File: src/rtl/pt_walker.sv
module pt_walker #(
  parameter int OFF_W = 12,
  parameter int TOP_W = 8
) (
  input  logic        clk,
  input  logic        rst_n,
  input  logic [31:0] pt_base,
  input  logic        req_valid,
  input  logic [31:0] req_vaddr,
  input  logic        req_write,
  output logic        busy,
  output logic        done,
  output logic [1:0]  fault,
  output logic [31:0] paddr,
  output logic        mem_req,
  output logic [31:0] mem_addr,
  input  logic        mem_rsp_valid,
  input  logic [31:0] mem_rsp_data
);
  localparam int MID_W = 32 - OFF_W - TOP_W;
  localparam logic [1:0] F_OK = 2'd0, F_TBL = 2'd1, F_PG = 2'd2, F_PERM = 2'd3;

  typedef enum logic [1:0] {S_IDLE, S_TOP, S_LEAF} st_t;
  st_t st;

  logic [31:0] va_q;
  logic        wr_q;

  wire perm_ok = wr_q ? mem_rsp_data[2] : mem_rsp_data[1];
  wire [31:0] top_addr  = {pt_base[31:OFF_W], {OFF_W{1'b0}}} + 32'({req_vaddr[31 -: TOP_W], 2'b00});
  wire [31:0] leaf_addr = {mem_rsp_data[31:OFF_W], {OFF_W{1'b0}}} + 32'({va_q[OFF_W +: MID_W], 2'b00});

  assign busy = (st != S_IDLE);

  always_ff @(posedge clk or negedge rst_n) begin
    if (!rst_n) begin
      st       <= S_IDLE;
      va_q     <= '0;
      wr_q     <= 1'b0;
      done     <= 1'b0;
      fault    <= F_OK;
      paddr    <= '0;
      mem_req  <= 1'b0;
      mem_addr <= '0;
    end else begin
      done    <= 1'b0;
      mem_req <= 1'b0;
      case (st)
        S_IDLE: if (req_valid) begin
          va_q     <= req_vaddr;
          wr_q     <= req_write;
          mem_addr <= top_addr;
          mem_req  <= 1'b1;
          st       <= S_TOP;
        end
        S_TOP: if (mem_rsp_valid) begin
          if (!mem_rsp_data[0]) begin
            done  <= 1'b1;
            fault <= F_TBL;
            paddr <= '0;
            st    <= S_IDLE;
          end else begin
            mem_addr <= leaf_addr;
            mem_req  <= 1'b1;
            st       <= S_LEAF;
          end
        end
        S_LEAF: if (mem_rsp_valid) begin
          done <= 1'b1;
          st   <= S_IDLE;
          if (!mem_rsp_data[0]) begin
            fault <= F_PG;
            paddr <= '0;
          end else if (!perm_ok) begin
            fault <= F_PERM;
            paddr <= '0;
          end else begin
            fault <= F_OK;
            paddr <= {mem_rsp_data[31:OFF_W], va_q[OFF_W-1:0]};
          end
        end
        default: st <= S_IDLE;
      endcase
    end
  end
endmodule


File: config.mk
export PLATFORM = sky130hd
export DESIGN_NAME = pt_walker
export DESIGN_NICKNAME = d
export VERILOG_FILES = /design/src/rtl/pt_walker.sv
export SDC_FILE = /design/constraint.sdc
export NUM_CORES = 1
export LEC_CHECK = 0
export BUFFER_PORTS_ARGS = -buffer_cell sky130_fd_sc_hd__clkbuf_2
export CORE_MARGIN = 4
export CORE_UTILIZATION = 44
export CTS_CLUSTER_SIZE = 10
export DETAILED_ROUTE_END_ITERATION = 10
export PLACE_DENSITY = 0.77
export SETUP_SLACK_MARGIN = 0.1
export SLEW_MARGIN = 20
export SYNTH_ARGS = -nofsm -noshare
export SYNTH_HDL_FRONTEND = slang
export SYNTH_SLANG_ARGS = --single-unit
File: constraint.sdc
create_clock -name clk -period 2 [get_ports clk]
set_input_delay 0.1 -clock clk [delete_from_list [all_inputs] [get_ports clk]]
set_output_delay 0.1 -clock clk [all_outputs]
set_load 0.05 [all_outputs]
# After elaboration in Yosys (flattened, before gate mapping)

Index checks and enable logic that the tools add are counted.

Register bits after elaboration: 95
Output and inout bits: 69
Logic and storage cells: 55
Input port bits: 101

Add/subtract/negate cells: 2
Reduce and logical (&&, ||, !) cells: 8
Eq/ne operators: 7
Muxes and demuxes: 30

Operators with widths:

| cell                                                                   | count |
|---|---|
| 32-bit 2-to-1 mux                                                      | 8 |
| 32-bit case mux with 2 select lines                                    | 2 |
| 32-bit by 10-bit adder with 32-bit output                              | 1 |
| 32-bit by 14-bit adder with 32-bit output                              | 1 |
| 2-bit 2-to-1 mux                                                       | 9 |
| 2-bit != test (second input constant)                                  | 5 |
| 4-bit AND reduction                                                    | 2 |
| 1-bit 2-to-1 mux                                                       | 7 |
| 2-bit case mux with 3 select lines                                     | 1 |
| 2-bit nonzero test                                                     | 3 |
| 1-bit case mux with 2 select lines                                     | 2 |
| 2-bit case mux with 2 select lines                                     | 1 |
| 3-bit AND reduction                                                    | 1 |
| 2-bit by 1-bit equality test with 1-bit output (second input constant) | 1 |
| 2-bit equality test (second input constant)                            | 1 |
| 2-bit logical NOT                                                      | 1 |
| 2-bit AND reduction                                                    | 1 |

# Logic depth before layout (Yosys ltp)

Depth after elaboration: 5
Gate-level depth with buffers: 9
Mapped depth without buffers: 7

# Worst setup path before layout

No wires, ideal clock.

Path type: reg-to-reg
From: reg va_q[22]
To: reg mem_addr[22]
Cell stages (with the launch flop): 8
Clock period less this slack: 2.139 ns
Data arrival time: 2.075 ns
Library setup time: 0.065 ns
Setup slack: -0.139 ns
Data required time: 1.935 ns
Path through: dfrtp_1 > ha_1 > inv_1 > fa_1 > nand4b_1 > or4_1 > a311oi_1 > a21o_1

Cells in the longest elaborated chain, start to end: 4

Ends and longest elaborated chain:

| element                                   | RTL line | text |
|---|---|---|
| start: declaration                        | 26       | `logic [31:0] va_q;` |
| start signal: assignment                  | 50       | `va_q <= req_vaddr;` |
| 32-bit by 14-bit adder with 32-bit output | 31       | `wire [31:0] leaf_addr = {mem_rsp_data[31:OFF_W], {OFF_W{1'b0}}} + 32'({va_q[OFF_W +: MID_W], 2'b00});` |
| 32-bit 2-to-1 mux                         | 57       | `if (!mem_rsp_data[0]) begin` |
| 32-bit 2-to-1 mux                         | 56       | `S_TOP: if (mem_rsp_valid) begin` |
| 32-bit case mux with 2 select lines       | 48       | `case (st)` |
| end signal: assignment                    | 52       | `mem_addr <= top_addr;` |
| end signal: assignment                    | 63       | `mem_addr <= leaf_addr;` |
| end: declaration                          | 16       | `output logic [31:0] mem_addr,` |

No other way between the ends. The select of a mux whose other input is x is not followed.
A chain may end at the register's enable or synchronous reset.

# Final worst setup path

Ends and elaborated chain as after synthesis.

==> results.md <==
- Run status: complete, but fails checks
- Failing checks: setup timing
- Die W: 106 um
- PD cells: 1490 nW/um2
- Share of the synthesized area in the top cell type: 0.552
- Total Routing Usage GR: 0.212
- CTS tree: done
- Synth cell count leaders: 93 x dfrtp_1, 32 x a22o_1, 32 x nand2_1, 25 x mux2_2, 18 x o21ai_0
- Setup WS pre-CTS: -225 ps
- YS warnings: 0
- Setup violators final: 6
- # DRC: 0
- CTS buffer count: 9
- Initial DRC Count: 160
- First-pass GRT wire length: between 15000 and 20000 um
- Yosys top cell by area: dfrtp_1
- CP Capture Type: flop
- Antenna violations before repair: 0
- Slew HR: 0.592
- Vias in the first global route: between 3000 and 4000
- Peak supply drop: between 600 and 700 uV
- RSZ-0062 raised after global routing: yes
- Fin. Hold Viols: 0
- First-pass iteration count of the detailed router: 4
- Fmax: ~470 MHz
- GR Overflow Total: 0
- Clock Sinks: 93
- Distinct cell type count after synthesis: 50
- Worst skew pair latency: 360 ps
- CP required: between 2000 and 2500 ps
- Hold WS: 12.6 ps
- Crit path max fanout: 4
- Die Y: 106 um
- Clock Skews: 6.34 ps
- Seq/Total Area, Yosys: 0.552
- Crit path DAT: 2430 ps
- Area added between synthesis and finish: 41.1%
- EDFF count, synth: 0
- LEAKAGE: 0.00295 uW
- Hold_sp: mem_rsp_data[0]
- Routed Antenna Nets: 0
- Synth area leaders: dfrtp_1 55%, mux2_2 6.7%, a22o_1 6.6%
- CP Class: flop to flop
- DR vias/cell: 5.35
- Final worst slack: -121 ps
- Final HPWL DP: 8540 um
- Critical path launch point: va_q[22]$_DFFE_PN0P_
- WL final: 12200 um
- Avg Cell Area, Syn: roughly 11 um2
- Post-synthesis sequential element count: 93
- Ys async rst share: 1.00
- Netlist Area Pre-Place: roughly 4200 um2
- Count leader, synth: dfrtp_1
- CP Cell Sequence: ha_2, inv_2, fa_2, nand4b_1, or4_1, a311oi_2, a21o_1
- Die area: 11200 um2
- Clock buffer depth: 2
- Core ar.: between 9000 and 10000 um2
- Worst path slowest cell: or4_1
- Vias: 3748
- Row Count: 35
- Share of layout cells above drive strength 1: 0.434
- Mapped Cells: 372
- Startpoint Class: flop
- Nets: just under 700
- Most used DFF post-synth: dfrtp_1
- RePlAce Congestion: 0.846
- Root Driver: clkbuf_8
- Pin count of the biggest net entering global routing: between 40 and 50
- Slew at the pin closest to its max-slew limit: 612 ps
- Clock transition at the registers of the reported paths: 90 ps
- Post-layout minimum cycle time: 2120 ps
- Post-DR wirelength/cell: 17.4 um
- # fillers: 747
- Initial Utilization: 0.454
- Max Cap Violations: 0
- Crit Reg-Reg Startpoint: va_q[22]$_DFFE_PN0P_
- Slew Viols, Final: 0
- Io pins: 170
- TNS Setup: -467 ps
- H-tree depth: 3
- Antenna fix cells: 0
- Port bufs: approximately 150
- Period utilization: 1.06
- CP peak stage delay: 480 ps
- Tightest Hold Check Type: primary input to flop
## power breakdown
group,internal (uW),switching (uW)
Sequential,2580,387
Combinational,1560,3160
Clock,486,670
## state kept, by name, indices dropped and copies added (netlist names)
register,cells
mem_req,1
done,1
paddr,32
wr_q,1
fault,2
mem_addr,30
va_q,24
st,2
## area by class of cell
type | count | area [um2] | share of cell area
tap | 129 | 161 | 0.0271
timing repair inverter | 1 | 7.51 | 0.00126
inverter | 12 | 48.8 | 0.00820
clock inverter | 5 | 36.3 | 0.00610
multi-input combinational | 243 | 1920 | 0.323
sequential | 93 | 2330 | 0.391
timing repair buffer | 207 | 1310 | 0.220
clock buffer | 11 | 141 | 0.0238
## per-stage QoR
stage               instance area [um2]  cells  total power (uW)  utilization
finish                             5950    701              8840        0.641
CTS                                5800    696              8690        0.624
floorplan                          4240    373              6140            -
global placement                   5220    646              7240        0.563
global route                       5950    701              9330        0.641
detailed placement                 5220    646              7390        0.563
## final timing paths
kind                                                 end  slack [ps]  depth (start not counted)
worst min register to register  mem_addr[11]$_DFFE_PN0P_         480                          2
worst min-delay path                fault[1]$_DFFE_PN0P_          10                          2
worst max-delay path            mem_addr[22]$_DFFE_PN0P_        -120                          7
min in group asynchronous          paddr[24]$_DFFE_PN0P_         290                          2
worst max register to register  mem_addr[22]$_DFFE_PN0P_        -120                          7
max in group asynchronous            va_q[0]$_DFFE_PN0P_        1030                          3
## cells by family after synthesis
kind of cell,after synthesis,share of synthesized area
AOI/OAI and AO/OA,94,0.159
xor gates and xnor gates,9,0.0187
adders and majority gates,6,0.0196
buffers and inverters,37,0.0377
DFF,93,0.552
muxes,36,0.0929
other,1,0.000889
and+or+nand+nor,96,0.119
## per-layer routing
metal,share of wire,track usage
met1,0.41,0.269
met2,0.50,0.358
met5,0,0
met4,0.021,0.0712
met3,0.062,0.0492
## cells in the final DEF, fill, tap and decap left out, types with 10 or more instances in the layout
master,instances
a21oi_1,13
a22o_1,32
buf_4,26
clkbuf_2,145
clkbuf_8,10
dfrtp_1,93
dlygate4sd3_1,29
inv_1,10
mux2_2,25
mux2i_1,11
nand2_1,31
nor2_1,13
o21ai_0,17
## worst max-delay path, delay by kind of cell (launching register included)
family	cells	cell delay, ps
AO/OA/AOI/OAI	2	390
AND/OR/NAND/NOR	2	770
buffers and inverters	1	40
flip-flops	1	360
adder cells (fa/ha/maj)	2	510
## repair_timing
item / 4_1_cts / 5_1_grt
pin swaps: 12 / 13
setup buffers: 5 / 4
gates cloned: 0 / 1
hold buffers: 29 / 0
endpoints found under the setup margin: 9 / 56
endpoints found under the hold margin: 74 / 0
gates resized for setup: 11 / 26
Power figures use the tool's default switching activity.
